`config.mk`:
```
export PLATFORM = sky130hd
export DESIGN_NAME = serial_rx_core
export DESIGN_NICKNAME = d
export VERILOG_FILES = /design/src/rtl/serial_rx_pkg.sv /design/src/rtl/serial_rx_sync.sv /design/src/rtl/serial_rx_frame.sv /design/src/rtl/serial_rx_break.sv /design/src/rtl/serial_rx_flags.sv /design/src/rtl/serial_rx_core.sv
export SDC_FILE = /design/constraint.sdc
export NUM_CORES = 1
export LEC_CHECK = 0
export ABC_AREA = 1
export BUFFER_PORTS_ARGS = -buffer_cell sky130_fd_sc_hd__buf_2
export CORE_ASPECT_RATIO = 0.7
export CORE_MARGIN = 3
export CORE_UTILIZATION = 50
export DETAILED_ROUTE_END_ITERATION = 12
export PLACE_DENSITY = 0.72
export SKIP_CTS_REPAIR_TIMING = 1
export SYNTH_ARGS = -nofsm -noshare
export SYNTH_HDL_FRONTEND = slang
export SYNTH_SLANG_ARGS = --single-unit
```
`constraint.sdc`:
```
create_clock -name clk -period 1.6 [get_ports clk]
set_clock_uncertainty 0.15 [all_clocks]
set_input_delay 0.32 -clock clk [delete_from_list [all_inputs] [get_ports clk]]
set_output_delay 0.32 -clock clk [all_outputs]
set_load 0.01 [all_outputs]
```
`src/rtl/serial_rx_pkg.sv`:
```
package serial_rx_pkg;

   typedef enum logic [2:0] {
      RX_IDLE,
      RX_START,
      RX_DATA,
      RX_EXTRA,
      RX_STOP
   } rx_state_t;

   localparam int FLAG_PARITY = 0;
   localparam int FLAG_FRAME  = 1;
   localparam int FLAG_BREAK  = 2;
   localparam int FLAG_ADDR   = 3;
   localparam int NUM_FLAGS   = 4;

   localparam int MIN_DATA_BITS = 5;
   localparam int MAX_FRAME_BITS = 11;

endpackage

```
`src/rtl/serial_rx_sync.sv`:
```
module serial_rx_sync #(
   parameter int STAGES = 2
) (
   input  logic clk,
   input  logic rst_n,
   input  logic din,
   output logic dout
);

   generate
      if (STAGES == 1) begin : g_single
         logic q;
         always_ff @(posedge clk or negedge rst_n) begin
            if (!rst_n) q <= 1'b1;
            else        q <= din;
         end
         assign dout = q;
      end else begin : g_chain
         logic [STAGES-1:0] q;
         always_ff @(posedge clk or negedge rst_n) begin
            if (!rst_n) q <= '1;
            else        q <= {q[STAGES-2:0], din};
         end
         assign dout = q[STAGES-1];
      end
   endgenerate

endmodule

```
`src/rtl/serial_rx_frame.sv`:
```
module serial_rx_frame
   import serial_rx_pkg::*;
#(
   parameter int OVS = 16
) (
   input  logic       clk,
   input  logic       rst_n,
   input  logic       tick,
   input  logic       rx,
   input  logic [1:0] cfg_len,
   input  logic       cfg_par_en,
   input  logic       cfg_par_odd,
   input  logic       cfg_addr,
   output logic [8:0] char_data,
   output logic       char_valid,
   output logic       err_parity,
   output logic       err_frame,
   output logic       addr_hit
);

   localparam int CNT_W = $clog2(OVS);
   localparam logic [CNT_W-1:0] MID_CNT  = CNT_W'(OVS / 2 - 1);
   localparam logic [CNT_W-1:0] LAST_CNT = CNT_W'(OVS - 1);

   rx_state_t        state;
   logic [CNT_W-1:0] cnt;
   logic [2:0]       bit_idx;
   logic [7:0]       shreg;
   logic             ninth;
   logic [1:0]       len_q;
   logic             par_en_q;
   logic             odd_q;
   logic             addr_q;

   logic             last_data;
   logic             need_extra;
   logic             at_mid;
   logic             at_end;

   assign last_data  = (bit_idx == (3'(len_q) + 3'd4));
   assign need_extra = par_en_q | addr_q;
   assign at_mid     = tick && (cnt == MID_CNT);
   assign at_end     = tick && (cnt == LAST_CNT);

   always_ff @(posedge clk or negedge rst_n) begin
      if (!rst_n) begin
         state      <= RX_IDLE;
         cnt        <= '0;
         bit_idx    <= '0;
         shreg      <= '0;
         ninth      <= 1'b0;
         len_q      <= '0;
         par_en_q   <= 1'b0;
         odd_q      <= 1'b0;
         addr_q     <= 1'b0;
         char_data  <= '0;
         char_valid <= 1'b0;
         err_parity <= 1'b0;
         err_frame  <= 1'b0;
         addr_hit   <= 1'b0;
      end else begin
         char_valid <= 1'b0;
         unique case (state)
            RX_IDLE: begin
               if (tick && !rx) begin
                  state    <= RX_START;
                  cnt      <= '0;
                  len_q    <= cfg_len;
                  par_en_q <= cfg_par_en & ~cfg_addr;
                  odd_q    <= cfg_par_odd;
                  addr_q   <= cfg_addr;
               end
            end
            RX_START: begin
               if (at_mid) begin
                  cnt <= '0;
                  if (rx) begin
                     state <= RX_IDLE;
                  end else begin
                     state   <= RX_DATA;
                     bit_idx <= '0;
                     shreg   <= '0;
                     ninth   <= 1'b0;
                  end
               end else if (tick) begin
                  cnt <= cnt + 1'b1;
               end
            end
            RX_DATA: begin
               if (at_end) begin
                  cnt            <= '0;
                  shreg[bit_idx] <= rx;
                  if (last_data) state <= need_extra ? RX_EXTRA : RX_STOP;
                  else           bit_idx <= bit_idx + 1'b1;
               end else if (tick) begin
                  cnt <= cnt + 1'b1;
               end
            end
            RX_EXTRA: begin
               if (at_end) begin
                  cnt   <= '0;
                  ninth <= rx;
                  state <= RX_STOP;
               end else if (tick) begin
                  cnt <= cnt + 1'b1;
               end
            end
            RX_STOP: begin
               if (at_end) begin
                  cnt        <= '0;
                  state      <= RX_IDLE;
                  char_valid <= 1'b1;
                  char_data  <= {addr_q & ninth, shreg};
                  err_parity <= par_en_q & ((^shreg ^ ninth) != odd_q);
                  err_frame  <= ~rx;
                  addr_hit   <= addr_q & ninth;
               end else if (tick) begin
                  cnt <= cnt + 1'b1;
               end
            end
            default: state <= RX_IDLE;
         endcase
      end
   end

endmodule

```
`src/rtl/serial_rx_break.sv`:
```
module serial_rx_break
   import serial_rx_pkg::*;
#(
   parameter int OVS = 16
) (
   input  logic       clk,
   input  logic       rst_n,
   input  logic       tick,
   input  logic       rx,
   input  logic [1:0] cfg_len,
   input  logic       cfg_extra,
   output logic       break_hit
);

   localparam int TMR_W = $clog2(OVS * MAX_FRAME_BITS + 1);

   logic [TMR_W-1:0] timer;
   logic [TMR_W-1:0] limit;

   always_comb begin
      limit = TMR_W'(OVS * (32'(cfg_len) + 32'd7 + 32'(cfg_extra)));
   end

   always_ff @(posedge clk or negedge rst_n) begin
      if (!rst_n) begin
         timer     <= '0;
         break_hit <= 1'b0;
      end else begin
         break_hit <= 1'b0;
         if (rx) begin
            timer <= '0;
         end else if (tick && (timer < limit)) begin
            timer <= timer + 1'b1;
            if (timer == limit - 1'b1) break_hit <= 1'b1;
         end
      end
   end

endmodule

```
`src/rtl/serial_rx_flags.sv`:
```
module serial_rx_flags #(
   parameter int N = 4
) (
   input  logic         clk,
   input  logic         rst_n,
   input  logic [N-1:0] set_i,
   input  logic [N-1:0] clr_i,
   input  logic         addr_set_i,
   input  logic         mode_i,
   output logic [N-1:0] flags_o,
   output logic         addr_en_o
);

   generate
      for (genvar g = 0; g < N; g++) begin : g_flag
         logic q;
         always_ff @(posedge clk or negedge rst_n) begin
            if (!rst_n) q <= 1'b0;
            else        q <= (q & ~clr_i[g]) | set_i[g];
         end
         assign flags_o[g] = q;
      end
   endgenerate

   always_ff @(posedge clk or negedge rst_n) begin
      if (!rst_n)      addr_en_o <= 1'b0;
      else if (!mode_i) addr_en_o <= 1'b0;
      else if (addr_set_i) addr_en_o <= 1'b1;
   end

endmodule

```
`src/rtl/serial_rx_core.sv`:
```
module serial_rx_core
   import serial_rx_pkg::*;
#(
   parameter int OVS         = 16,
   parameter int SYNC_STAGES = 2
) (
   input  logic       clk,
   input  logic       rst_n,
   input  logic       rx_line,
   input  logic       sample_tick,
   input  logic [1:0] cfg_data_len,
   input  logic       cfg_parity_en,
   input  logic       cfg_parity_odd,
   input  logic       cfg_addr_mode,
   input  logic [3:0] flag_clear,
   output logic [8:0] rx_data,
   output logic       rx_valid,
   output logic       flag_parity,
   output logic       flag_frame,
   output logic       flag_break,
   output logic       flag_addr,
   output logic       addr_enable
);

   generate
      if (OVS < 4 || (OVS % 2) != 0) begin : g_bad_ovs
         $error("serial_rx_core: OVS must be even and at least 4");
      end
      if (SYNC_STAGES < 1) begin : g_bad_sync
         $error("serial_rx_core: SYNC_STAGES must be at least 1");
      end
   endgenerate

   logic                 rx_s;
   logic                 err_par;
   logic                 err_frm;
   logic                 addr_hit;
   logic                 brk_hit;
   logic [NUM_FLAGS-1:0] flag_set;
   logic [NUM_FLAGS-1:0] flag_vec;

   serial_rx_sync #(.STAGES(SYNC_STAGES)) u_sync (
      .clk   (clk),
      .rst_n (rst_n),
      .din   (rx_line),
      .dout  (rx_s)
   );

   serial_rx_frame #(.OVS(OVS)) u_frame (
      .clk         (clk),
      .rst_n       (rst_n),
      .tick        (sample_tick),
      .rx          (rx_s),
      .cfg_len     (cfg_data_len),
      .cfg_par_en  (cfg_parity_en),
      .cfg_par_odd (cfg_parity_odd),
      .cfg_addr    (cfg_addr_mode),
      .char_data   (rx_data),
      .char_valid  (rx_valid),
      .err_parity  (err_par),
      .err_frame   (err_frm),
      .addr_hit    (addr_hit)
   );

   serial_rx_break #(.OVS(OVS)) u_break (
      .clk       (clk),
      .rst_n     (rst_n),
      .tick      (sample_tick),
      .rx        (rx_s),
      .cfg_len   (cfg_data_len),
      .cfg_extra (cfg_parity_en | cfg_addr_mode),
      .break_hit (brk_hit)
   );

   always_comb begin
      flag_set              = '0;
      flag_set[FLAG_PARITY] = rx_valid & err_par;
      flag_set[FLAG_FRAME]  = rx_valid & err_frm;
      flag_set[FLAG_BREAK]  = brk_hit;
      flag_set[FLAG_ADDR]   = rx_valid & addr_hit;
   end

   serial_rx_flags #(.N(NUM_FLAGS)) u_flags (
      .clk        (clk),
      .rst_n      (rst_n),
      .set_i      (flag_set),
      .clr_i      (flag_clear),
      .addr_set_i (flag_set[FLAG_ADDR]),
      .mode_i     (cfg_addr_mode),
      .flags_o    (flag_vec),
      .addr_en_o  (addr_enable)
   );

   assign flag_parity = flag_vec[FLAG_PARITY];
   assign flag_frame  = flag_vec[FLAG_FRAME];
   assign flag_break  = flag_vec[FLAG_BREAK];
   assign flag_addr   = flag_vec[FLAG_ADDR];

endmodule

```
Yosys cells after proc, flatten, opt, wreduce, memory -nomap -nowiden
Index checks and enable logic that the tools add are counted.
{"block": "word_totals", "inputBits": 13, "ff_bits": 53, "mem_count": 0, "romBits": 0, "ram_bits": 0, "output_inout_bits": 15, "latch_bits": 0}
{"block": "classes", "n_div": 0, "shift": 0, "n_addsub": 7, "order_cmp": 3, "eq_ne": 18, "multipliers": 0, "mux": 39, "bitwise": 23, "reduce_logical": 20}
{"cell": "two-way mux 8 bit", "n": 5}
{"cell": "two-way mux 3 bit", "n": 11}
{"cell": "two-way mux 4 bit", "n": 4}
{"cell": "one-hot mux 8 bit (2 select lines)", "n": 1}
{"cell": "one-hot mux 3 bit (5 select lines)", "n": 1}
{"cell": "!= test 2 x 1 -> 1 bit, second input constant", "n": 7}
{"cell": "one-hot mux 4 bit (3 select lines)", "n": 1}
{"cell": "two-way mux 1 bit", "n": 11}
{"cell": "AND 1 bit", "n": 10}
{"cell": "adder 8 x 1 -> 8 bit, second input constant", "n": 1}
{"cell": "bitwise mux 8 bit", "n": 1}
{"cell": "equality test 8 bit", "n": 1}
{"cell": "less-than comparator 8 bit", "n": 1}
{"cell": "AND reduction 4 bit", "n": 2}
{"cell": "XOR reduction 8 bit", "n": 1}
{"cell": "subtractor 8 x 1 -> 8 bit, second input constant", "n": 1}
{"cell": "equality test 3 x 2 -> 1 bit, second input constant", "n": 2}
{"cell": "NOT 1 bit", "n": 6}
{"cell": "OR 1 bit", "n": 6}
{"cell": "one-hot mux 3 bit (2 select lines)", "n": 1}
{"cell": "AND reduction 2 bit", "n": 3}
{"cell": "AND reduction 6 bit", "n": 1}
{"cell": "nonzero test 2 bit", "n": 3}
{"cell": "logical AND 1 bit", "n": 5}
{"cell": "23 further kinds", "n": 24}

Logic depth before layout (Yosys ltp)
Gate-level depths: netlist of run 1.
{"block": "logic_depth", "depth_word": 7, "depth_mapped": 13, "depth_no_buf": 13}

Modules after synthesis
A second synthesis of run 1 with hierarchy kept.
{"block": "hier_totals", "hier_cells": 409, "hier_area_um2": 3076.7}
{"module": "serial_rx_frame", "instances": 1, "cells_per_inst": 258, "seq_area_each_um2": 900.9, "area_per_inst_um2": 1984.4}
{"module": "serial_rx_break", "instances": 1, "cells_per_inst": 112, "seq_area_each_um2": 225.2, "area_per_inst_um2": 779.5}
{"module": "serial_rx_flags", "instances": 1, "cells_per_inst": 28, "seq_area_each_um2": 125.1, "area_per_inst_um2": 226.5}
{"module": "serial_rx_sync", "instances": 1, "cells_per_inst": 2, "seq_area_each_um2": 52.6, "area_per_inst_um2": 52.6}
{"module": "serial_rx_core", "instances": 1, "cells_per_inst": 9, "seq_area_each_um2": 0.0, "area_per_inst_um2": 33.8}

Least setup slack after synthesis of run 1
No wires, ideal clock.
{"block": "synth_path", "path_kind": "input port to flip-flop", "from": "input cfg_parity_en", "to": "register u_break.timer[7]", "arrival_ns": 1.669, "path_stages": 11, "setup_slack_ns": -0.337, "n_path_buf": 0, "path_cell_list": "nor2_1 ha_1 ha_1 inv_1 ha_1 nand3_1 nand2_1 nand2_1 nand2_2 nand3_1 nand2_1"}
{"block": "synth_via", "elab_chain_cells": 5}
{"element": "start, declared", "line_no": "serial_rx_core.sv:12", "source": "input logic cfg_parity_en,"}
{"element": "OR 1 bit", "line_no": "serial_rx_core.sv:71", "source": ".cfg_extra (cfg_parity_en | cfg_addr_mode),"}
{"element": "adder 4 x 1 -> 4 bit", "line_no": "serial_rx_break.sv:21", "source": "limit = TMR_W'(OVS * (32'(cfg_len) + 32'd7 + 32'(cfg_extra)));"}
{"element": "less-than comparator 8 bit", "line_no": "serial_rx_break.sv:32", "source": "end else if (tick && (timer < limit)) begin"}
{"element": "logical AND 1 bit", "line_no": "serial_rx_break.sv:32"}
{"element": "nonzero test 2 bit (no source line)"}
{"element": "end signal, assigned", "line_no": "serial_rx_break.sv:33", "source": "timer <= timer + 1'b1;"}
{"element": "end, declared", "line_no": "serial_rx_break.sv:17", "source": "logic [TMR_W-1:0] timer;"}
No other way between the ends.
A chain may end at the register's enable or synchronous reset.

Worst setup path after layout of run 1
{"block": "layout_path", "from": "register u_frame.state[2]", "to": "register u_frame.bit_idx[0]"}
{"block": "layout_via", "elab_chain_cells": 3}
{"element": "start, declared", "line_no": "serial_rx_frame.sv:25", "source": "rx_state_t state;"}
{"element": "start signal, assigned", "line_no": "serial_rx_frame.sv:93", "source": "if (last_data) state <= need_extra ? RX_EXTRA : RX_STOP;"}
{"element": "equality test 3 x 2 -> 1 bit or equality test 3 x 1 -> 1 bit (tied branches)", "line_no": "serial_rx_frame.sv:63", "source": "unique case (state)"}
{"element": "!= test 2 bit (no source line) (tied with other cells)"}
{"element": "AND reduction 5 bit (no source line)"}
{"element": "end signal, assigned", "line_no": "serial_rx_frame.sv:94", "source": "else bit_idx <= bit_idx + 1'b1;"}
{"element": "end, declared", "line_no": "serial_rx_frame.sv:27", "source": "logic [2:0] bit_idx;"}
Parallel ways exist; a longest one is shown, timed or not.

==> out/qor.yml, run 1 <==
outcome: "complete, no violations"
period_minus_slack_ns: 1.57
worst_slack_ns: 0.0284
register_area_um2: 1310
r2r-start: "u_frame.state[2]"
clk_path_buf_depth: 2
clock-sinks: 52
reg2reg_to: "u_frame.bit_idx[0]"
avgViaCountPerCell: 5.18
num_rows: 22
dp_worst_setup_slack_ns: -0.398
synth_cells: 385
first_pass_iters: 5
grt_use_total: 0.186
grt_max_degree: 53
r2r_setup_slack_ns: 0.03
initial_core_util: 0.544
vias: 2717
endpoint_kind: "flop"
drc: 0
grt_pass1_vias: 2341
die_w_um: 98.7
grt_overflow_total: 0
routed_wl_um: 6760
numCtsBuffers: 5
finalSetupViolCount: 0
syn_nets: 408
worstPathArrival_ns: 1.62
worst_setup_path_start_kind: "flop"
finalHoldViolations: 0
leakagePower_nw: 1.98
slew-limit-headroom: 0.803
ios: 28
ant_nets: 0
worstMarginPinSlew_ns: 0.292
use_met2: 0.281
holdPathStages: 2
ys_seq_area_frac: 0.433
gr-usage-met3: 0.0335
max_freq_mhz: 636
htree_levels: 2
antenna_found_initial: 0
syn_avg_cell_area_um2: 7.82
cp_max_fo: 4
layout-area-overhead-vs-synth_pct: 28.2
die_area_um2: 7000
avgRoutedWirePerCell_um: 12.9
diodes: 0
min_from: "flag_clear[2]"
clk_pin_slew_ns: 0.10
drt_first_iter_violations: 201
drv_slew: 0
reg2reg_depth: 10
fp.dieH_um: 70.9
cts_tree: "yes"
gp_congestion: 0.800
synth_warnings: 0
mappedNetlistArea_um2: 3010
nets: 475
hpwl_um: 4750
cellPowerDensity_nw_per_um2: 1070
worst_ir_drop_vdd_mv: 0.958
nFillCells: 436
synthDistinctLibCells: 37
hold_class: "primary input to flop"
core-area_um2: 5530
ctsRootBufferMaster: "clkbuf_8"
grt_pass1_wl_um: 10600
yosys_register_bits: 52
cap_violations: 0
holdPathEnd: "u_flags.g_flag[2].q"
setup_tns_ns: 0
multiInputGateArea_um2: 1650
crit_required_ns: 1.65
use_met1: 0.280
rsz0062_at_grt: "yes"
crit_type: "flop to flop"
port-buffer-count: 27
top_usage_layer: "met2"
drive_gt1_frac: 0.307
insertion_delay_ns: 0.31
final.period_utilization: 0.982
==> logic make-up (layout without fill, tap and decap cells) <==
family / Yosys count / count (layout) / share of synthesized area
fa+ha+maj: 10 / 10 / 0.0441
buf+inv: 71 / 137 / 0.0997
flops: 52 / 52 / 0.433
xor+xnor: 11 / 11 / 0.0320
compound gates: 47 / 47 / 0.0869
simple gates: 194 / 196 / 0.304
==> Yosys cell counts, drive strengths merged <==
master    n  area share
nand2   113        0.15
xor2      6       0.017
o31ai     1      0.0025
o221ai    1      0.0029
fa        1      0.0067
dfstp     2       0.017
o21ai    33       0.055
dfrtp    50        0.42
and2      1      0.0029
nand3    31       0.052
nand4    14       0.034
xnor2     5       0.015
o21bai    1      0.0025
ha        9       0.037
buf       7       0.018
a22o      1      0.0029
nor2     26       0.046
clkbuf    1      0.0012
nor3      9       0.019
a21boi    1      0.0025
a21oi     9       0.019
inv      63       0.080
==> state kept, by name (all words and copies together), names as in the netlist, 2 cells and up <==
| register | cells |
|---|---|
| u_frame.shreg | 8 |
| u_frame.cnt | 4 |
| u_frame.len_q | 2 |
| u_sync.g_chain.q | 2 |
| u_frame.char_data | 8 |
| u_frame.state | 3 |
| u_frame.bit_idx | 3 |
| u_flags.g_flag.q | 4 |
| u_break.timer | 8 |
==> cells in the final DEF, fill, tap and decap left out, types with 3 or more instances in the layout <==
cell type and instances:
a21oi_1 6, nand3_1 19, nand3_2 11, o21ai_0 13, inv_2 8, xor2_1 6
o21ai_1 19, inv_1 53, nor3_1 7, nor2_1 14, buf_4 36, ha_4 3
dfrtp_1 47, nor2_2 6, nand2_2 7, nand2_1 99, nor2_4 5, xnor2_1 5
dfrtp_2 3, nand2_4 6, ha_1 4, buf_2 25, nand2_8 3, clkbuf_8 5
nand4_1 13
==> stage by stage <==
stage / instance area (µm²) / power, mW / util / std cells / hold WS, ns
floorplan: 3110 / 2.57 / - / 385 / -0.126
global placement: 3520 / 2.96 / 0.636 / 507 / 0.185
detailed placement: 3520 / 3.00 / 0.636 / 507 / 0.183
CTS: 3630 / 3.92 / 0.656 / 515 / -0.150
global route: 3860 / 4.38 / 0.698 / 525 / 0.0125
finish: 3860 / 4.11 / 0.698 / 525 / 0.0281
==> critical path, stage by stage, from the launching register on <==
cell and delay (ns):
dfrtp_2 0.45, inv_4 0.08, nand2_4 0.07, nor2_8 0.15, inv_6 0.06, nor2_4 0.13, nand2_2 0.07, nand2_2 0.09
nand2_4 0.07, nor2_4 0.10, nor2_1 0.04
==> per-layer routing <==
metal	wire, µm	vias up
li1	-	1376
met1	3390	1249
met2	2970	82
met3	336	10
met4	68	0
met5	0	-
==> layout make-up <==
type,count,area share
flip-flops and latches,52,0.339
well taps,72,0.0233
repair buffers,66,0.119
clock buffers,6,0.0188
multi-input cells,264,0.427
inverters,63,0.0632
clock inverters,2,0.0100
==> how the worst max path moves through the flow <==
stage | start | to | slack [ns] | cells after the start
2_1_floorplan | cfg_addr_mode | u_break.timer[0] | -0.13 | 11
3_3_place_gp | cfg_addr_mode | u_break.timer[0] | -0.35 | 14
3_5_place_dp | cfg_addr_mode | u_break.break_hit | -0.40 | 13
4_1_cts | cfg_addr_mode | u_break.break_hit | -0.08 | 13
5_1_grt | u_frame.state[2] | u_frame.bit_idx[0] | -0.07 | 10
6_report | u_frame.state[2] | u_frame.bit_idx[0] | 0.03 | 10
==> where the power goes <==
group          switching, mW  internal, mW  total (mW)  leakage, nW
combinational          0.885         0.682        1.57         1.23
sequential             0.156          1.47        1.62        0.698
clock                  0.447         0.474       0.921       0.0558
total                   1.49          2.62        4.11         1.98
(Power assumes the default switching activity.)
==> run 2: changes to the inputs <==
--- a/config.mk
+++ b/config.mk
@@ -15,4 +15,5 @@
 export SKIP_CTS_REPAIR_TIMING = 1
 export SYNTH_ARGS = -nofsm -noshare
 export SYNTH_HDL_FRONTEND = slang
+export SYNTH_HIERARCHICAL = 1
 export SYNTH_SLANG_ARGS = --single-unit
==> out/qor.yml, run 2 <==
outcome: "finished with violations"
violations: "setup timing"
synth_top_area_frac: 0.407  # -0.00896
synth.area.top_cells: "dfrtp_1 41%, nand2_1 16%, inv_1 7.0%, nand3_1 5.2%, ha_1 3.7%"
period_minus_slack_ns: 1.65  # +0.0775 ns
netlist_top_cells_count: "134 x nand2_1, 57 x inv_1, 50 x dfrtp_1"
nFillCells: 516  # +18%
cp_max_fo: 6  # +2
ios: 28  # unchanged
worst_ir_drop_vdd_mv: 0.893  # -6.8%
first_pass_iters: 4  # -1
fp.dieH_um: 71.6  # +1.0%
port-buffer-count: 27  # unchanged
wl_met2_um: 2760  # -7.0%
drv_slew: 0  # unchanged
layout.cells.most_common_list: "124 x nand2_1, 50 x inv_1, 49 x dfrtp_1"
vias: 2654  # -2.3%
grt_pass1_wl_um: 10800  # +1.6%
path_cells: "buf_8, inv_8, nand2_4, inv_2, ha_4, inv_1, ha_1, inv_1, nand2_1, nand2_2, nand3_4, nand2_4, nand2_4, nand2_2, nand2_1"
clk_pin_slew_ns: 0.12  # +0.02 ns
ys_seq_area_frac: 0.424  # -0.00933
final_area_um2: 3710  # -3.9%
hold_class: "primary input to flop"
critPathBufInv: 5  # +3
startpoint: "cfg_addr_mode"
ant_nets: 0  # unchanged
leakagePower_nw: 1.95  # -1.4%
num_rows: 23  # +4.5%
yosys_register_bits: 52  # unchanged
grt_pass1_vias: 2370  # +1.2%
gp_congestion: 0.891  # +11%
synth_warnings: 6  # +6
path_common_cell: "nand2_4"
routed.top_layer: "met4"
clock-sinks: 52  # unchanged
dp_cells: 519  # +2.4%
largestRegisters: "u_frame/char_data: 9 flops, u_break/timer: 8 flops, u_frame/shreg: 8 flops"
routed_wl_um: 6550  # -3.1%
min_from: "cfg_parity_odd"
synth_edf_count: 0  # unchanged
die_area_um2: 7150  # +2.0%
hpwl_um: 4690  # -1.2%
finalHoldViolations: 0  # unchanged
finalSetupViolCount: 6  # +6
final.period_utilization: 1.03  # +0.0484
die_w_um: 99.8  # +1.0%
worstPathArrival_ns: 1.72  # +0.10 ns
fin_cells: 534  # +1.7%
numCtsBuffers: 5  # unchanged
insertion_delay_ns: 0.32  # about the same
largest_register_ffs: 9
syn_nets: 432  # +5.9%
synthDistinctLibCells: 30  # -19%
drt_first_iter_violations: 155  # -23%
worst_setup_path_start_kind: "primary input"
avgRoutedWirePerCell_um: 12.3  # -4.8%
synthArstFlopShare: 1.00  # unchanged
endpoint_kind: "flop"
multiInputGateArea_um2: 1600  # -3.0%
register_area_um2: 1310  # -0.19%
avgViaCountPerCell: 4.97  # -4.0%
crit_type: "primary input to flop"
nets: 481  # +1.3%
clk_path_buf_depth: 2  # unchanged
diodes: 0  # unchanged
syn_avg_cell_area_um2: 7.52  # -3.8%
drt-met1-wl_um: 3330  # -1.5%
slew-limit-headroom: 0.722  # -0.0812
cap_violations: 0  # unchanged
ys.flop_type: "dfrtp_1"
grt_overflow_total: 0  # unchanged
synth_top_area_cell: "dfrtp_1"
htree_levels: 2  # unchanged
yosysMostFrequentCell: "nand2_1"
cp_top_family: "simple AND/OR/NAND/NOR gates"
mappedNetlistArea_um2: 3080  # +2.2%
r2r-start: "u_break/timer[4]"
drive_gt1_frac: 0.268  # -0.0389
dpl_cell_area_um2: 3420  # -2.7%
core-area_um2: 5840  # +5.6%
max_freq_mhz: 606  # -4.7%
crit_required_ns: 1.67  # +0.02 ns
ctsRootBufferMaster: "clkbuf_8"
cellPowerDensity_nw_per_um2: 1170  # +9.5%
rsz0062_at_grt: "yes"
top_register: "u_frame/char_data"
layout-area-overhead-vs-synth_pct: 20.6
antenna_found_initial: 0  # unchanged
grt_max_degree: 53  # unchanged
final_common_cell: "nand2_1"
wl_met3_um: 360  # +7.1%
cts_tree: "yes"
worst_slack_ns: -0.0491  # -0.0775 ns
cpPeakStageDelay_ns: 0.26  # -0.19 ns
drc: 0  # unchanged
cp_slowest_cell: "ha_4"
initial_core_util: 0.527  # -0.0174
worstMarginPinSlew_ns: 0.416  # +0.124 ns
grt_use_total: 0.187  # +0.00135
synth_cells: 409  # +6.2%
-- run 2: routing by layer --
metal | up-vias | global-route usage
met1 | 1209 | 0.292
li1 | 1368 | -
met2 | 69 | 0.262
met3 | 8 | 0.0379
met4 | 0 | 0.0561
met5 | - | 0
-- run 2: worst paths after layout --
path,to,slack (ns),depth (start not counted)
max,u_break/timer[2],-0.05,15
min,u_frame/odd_q,0.05,3
max reg2reg,u_break/timer[2],-0.03,10
min reg2reg,u_sync/g_chain.q[1],0.21,0
max in group asynchronous,u_sync/g_chain.q[0],0.64,3
min in group asynchronous,u_frame/odd_q,0.36,3
-- run 2: cell families (layout without fill, tap and decap cells) --
family | after synthesis | in the layout | share of synthesized area
compound gates | 39 | 39 | 0.0765
xor+xnor | 7 | 7 | 0.0199
fa+ha+maj | 10 | 10 | 0.0431
buf+inv | 74 | 123 | 0.107
flops | 52 | 52 | 0.424
simple gates | 227 | 228 | 0.330
-- run 2: cell type report --
type	count	area share
Clock buffer	5	0.0185
Inverter	62	0.0668
Tap cell	75	0.0253
Sequential cell	52	0.352
Clock inverter	3	0.00775
Timing Repair Buffer	53	0.0991
Multi-Input combinational cell	284	0.431
-- run 2: through the flow --
| step | util | hold WS [ns] | setup WS (ns) | power, mW | TNS (ns) |
|---|---|---|---|---|---|
| 6_report | 0.635 | 0.0469 | -0.0491 | 4.33 | -0.255 |
| 5_1_grt | 0.635 | 0.0571 | -0.165 | 4.69 | -2.07 |
| 4_1_cts | 0.603 | -0.169 | -0.103 | 4.11 | -1.17 |
| 3_5_place_dp | 0.586 | 0.186 | -0.452 | 3.27 | -4.06 |
| 3_3_place_gp | 0.586 | 0.185 | -0.406 | 3.22 | -3.62 |
| 2_1_floorplan | - | -0.126 | -0.165 | 2.83 | -1.26 |
-- run 2: power breakdown --
part	total (mW)	switching (mW)	internal (mW)
clock network	0.838	0.507	0.332
logic	1.81	1.13	0.679
registers	1.68	0.192	1.49
-- run 2: tightest hold or removal path: stages --
cell and delay, ns:
buf_2 0.08, nand2_1 0.04, o21ai_0 0.06
==> run 3: changes to the inputs <==
--- a/config.mk
+++ b/config.mk
@@ -5,14 +5,13 @@
 export SDC_FILE = /design/constraint.sdc
 export NUM_CORES = 1
 export LEC_CHECK = 0
-export ABC_AREA = 1
+export ABC_CLOCK_PERIOD_IN_PS = 1600
 export BUFFER_PORTS_ARGS = -buffer_cell sky130_fd_sc_hd__buf_2
 export CORE_ASPECT_RATIO = 0.7
 export CORE_MARGIN = 3
 export CORE_UTILIZATION = 50
 export DETAILED_ROUTE_END_ITERATION = 12
 export PLACE_DENSITY = 0.72
-export SKIP_CTS_REPAIR_TIMING = 1
 export SYNTH_ARGS = -nofsm -noshare
 export SYNTH_HDL_FRONTEND = slang
 export SYNTH_HIERARCHICAL = 1
==> out/qor.yml, run 3 <==
cellPowerDensity_nw_per_um2: 1220  # +4.4%
path_cells: "buf_6, or2_1, inv_2, ha_4, ha_4, ha_4, nand2_2, nand3b_1, buf_6, nor4_4, mux2_4"
utilization: 0.743  # +0.108
grt_overflow_total: 0  # unchanged
num_rows: 22  # -4.3%
clock-sinks: 52  # unchanged
yosys_register_bits: 52  # unchanged
syn_nets: 306  # -29%
grt_pass1_wl_um: 11900  # +10%
synth_compound_area_frac: 0.134  # +0.0578
yosysMostFrequentCell: "dfrtp_1"
p_switching_mw: 1.89  # +3.5%
die_area_um2: 6800  # -4.8%
dpl_cell_area_um2: 3480  # +1.6%
synth_warnings: 6  # unchanged
clk_pin_slew_ns: 0.10  # -0.02 ns
top_register: "u_frame/char_data"
ys_seq_area_frac: 0.447  # +0.0231
drv_slew: 0  # unchanged
drc: 0  # unchanged
crit_type: "primary input to flop"
routed_wl_um: 7950  # +21%
violations: "setup timing"
path_common_cell: "ha_4"
hold_class: "primary input to flop"
first_pass_iters: 5  # +1
crit_required_ns: 1.65  # -0.02 ns
port-buffer-count: 27  # unchanged
clk_path_buf_depth: 2  # unchanged
synth_edf_count: 0  # unchanged
critPathBufInv: 3  # -2
register_area_um2: 1310  # +0.19%
final.period_utilization: 1.36  # +0.326
cp_top_family: "simple AND/OR/NAND/NOR gates"
synth_xor_area_frac: 0.0480  # +0.0281
ant_nets: 0  # unchanged
leakagePower_nw: 1.90  # -2.7%
cts_tree: "yes"
intPower_mw: 3.04  # +22%
diodes: 0  # unchanged
worst_ir_drop_vdd_mv: 0.729  # -18%
vias: 2552  # -3.8%
synthArstFlopShare: 1.00  # unchanged
worstMarginPinSlew_ns: 0.424  # +0.00797 ns
syn_avg_cell_area_um2: 10.3  # +37%
drt_first_iter_violations: 203  # +31%
seqPwrFrac: 0.349  # -0.040
swShare: 0.383  # -0.0386
finalHoldViolations: 0  # unchanged
grt_pass1_vias: 2402  # +1.4%
max_freq_mhz: 461  # -24%
nets: 394  # -18%
synth_top_family_by_area: "simple AND/OR/NAND/NOR gates"
insertion_delay_ns: 0.31  # about the same
ios: 28  # unchanged
core-area_um2: 5450  # -6.7%
final_common_cell: "buf_4"
synthDistinctLibCells: 55  # +83%
final_area_um2: 4050  # +9.1%
worst_slack_ns: -0.571  # -0.522 ns
largest_register_ffs: 9  # unchanged
rsz0062_at_grt: "yes"
die_w_um: 97.3  # -2.5%
p_comb_frac: 0.495  # +0.077
clkPwrFrac: 0.155  # -0.039
period_minus_slack_ns: 2.17  # +0.522 ns
antenna_found_initial: 0  # unchanged
synth_top_area_frac: 0.429  # +0.0221
synth_top_area_cell: "dfrtp_1"
synth.area.top_cells: "dfrtp_1 43%, mux2_2 5.4%, xnor2_1 4.5%, ha_1 3.9%, nor2_1 2.8%"
ys.flop_type: "dfrtp_1"
cp_slowest_cell: "mux2_4"
synth_mux_area_frac: 0.0763  # +0.0763
outcome: "finished with violations"
initial_core_util: 0.535  # +0.00869
layout-area-overhead-vs-synth_pct: 38.8
layout.cells.most_common_list: "50 x buf_4, 47 x dfrtp_1, 27 x buf_2"
numCtsBuffers: 5  # unchanged
worstPathArrival_ns: 2.22  # +0.50 ns
fp.dieH_um: 69.9  # -2.4%
multiInputGateArea_um2: 1750  # +9.6%
cp_max_fo: 5  # -1
worst_setup_path_start_kind: "primary input"
yosys.area_share.simple: 0.187  # -0.142
grt_max_degree: 23  # -57%
nFillCells: 346  # -33%
avgRoutedWirePerCell_um: 17.9  # +46%
cpPeakStageDelay_ns: 0.34  # +0.08 ns
gp_congestion: 0.890  # -0.10%
grt_use_total: 0.217  # +0.0299
mappedNetlistArea_um2: 2920  # -5.2%
largestRegisters: "u_frame/char_data: 9 flops, u_break/timer: 8 flops, u_frame/shreg: 8 flops"
slew-limit-headroom: 0.717  # -0.00501
finalSetupViolCount: 40  # +34
htree_levels: 2  # unchanged
synthAdderAreaFrac: 0.0455  # +0.00235
avgViaCountPerCell: 5.75  # +16%
endpoint_kind: "flop"
cap_violations: 0  # unchanged
netlist_top_cells_count: "50 x dfrtp_1, 22 x nor2_1, 16 x inv_1"
drive_gt1_frac: 0.473  # +0.205
ctsRootBufferMaster: "clkbuf_8"
hpwl_um: 4800  # +2.3%
synth_cells: 283  # -31%
-- run 3: routing by layer --
metal / share of wire / global-route usage / vias to the layer above
met5: 0 / 0 / -
met4: 0.015 / 0.0522 / 0
met3: 0.064 / 0.0529 / 15
met2: 0.48 / 0.339 / 107
met1: 0.44 / 0.307 / 1265
li1: - / - / 1165
-- run 3: worst paths after layout --
| kind | slack, ns | cells after the start | endpoint | start |
|---|---|---|---|---|
| max | -0.57 | 11 | u_break/timer[7] | cfg_parity_en |
| min | 0.10 | 2 | u_frame/odd_q | cfg_parity_odd |
| max reg2reg | -0.34 | 7 | u_break/timer[7] | u_break/timer[4] |
| min reg2reg | 0.22 | 0 | u_sync/g_chain.q[1] | u_sync/g_chain.q[0] |
| max in group asynchronous | 0.46 | 3 | u_sync/g_chain.q[1] | rst_n |
| min in group asynchronous | 0.32 | 2 | u_frame/char_data[6] | rst_n |
-- run 3: repair_timing --
item                       4_1_cts  5_1_grt
setup endpoints to repair       39       42
buffers inserted                11        7
gates resized for setup         39       32
pin swaps                       15       13
hold endpoints to repair        15        0
cloned                           2        0
hold buffers                     2        0
-- run 3: metrics by stage --
| step | total power, mW | setup slack (ns) | hold WS [ns] | TNS [ns] | instances |
|---|---|---|---|---|---|
| finish | 4.93 | -0.571 | 0.102 | -6.56 | 444 |
| global route | 5.19 | -0.583 | 0.0890 | -8.45 | 444 |
| floorplan | 2.80 | -0.812 | -0.126 | -6.37 | 283 |
| detailed placement | 3.50 | -1.03 | 0.122 | -10.60 | 414 |
| global placement | 3.42 | -0.974 | 0.124 | -9.55 | 414 |
| CTS | 4.56 | -0.497 | 0.102 | -4.14 | 437 |
-- run 3: power by group through the flow --
stage          registers (mW)  logic, mW  clock network [mW]
2_1_floorplan            1.65       1.15                   0
3_3_place_gp             1.73       1.69                   0
3_5_place_dp             1.75       1.75                   0
4_1_cts                  1.71       2.08               0.775
5_1_grt                  1.74       2.61               0.844
6_report                 1.72       2.44               0.766
-- run 3: logic make-up (layout without fill, tap and decap cells) --
group / Yosys count / after routing
buf+inv: 32 / 120
simple gates: 92 / 93
flops: 52 / 52
fa+ha+maj: 10 / 10
xor+xnor: 16 / 16
compound gates: 62 / 62
mux: 19 / 19
-- run 3: cell type report --
| cell class | count | share of cell area |
|---|---|---|
| Tap cell | 72 | 0.0222 |
| Multi-Input combinational cell | 200 | 0.433 |
| Sequential cell | 52 | 0.323 |
| Clock inverter | 2 | 0.00402 |
| Clock buffer | 6 | 0.0179 |
| Timing Repair Buffer | 96 | 0.185 |
| Inverter | 16 | 0.0148 |
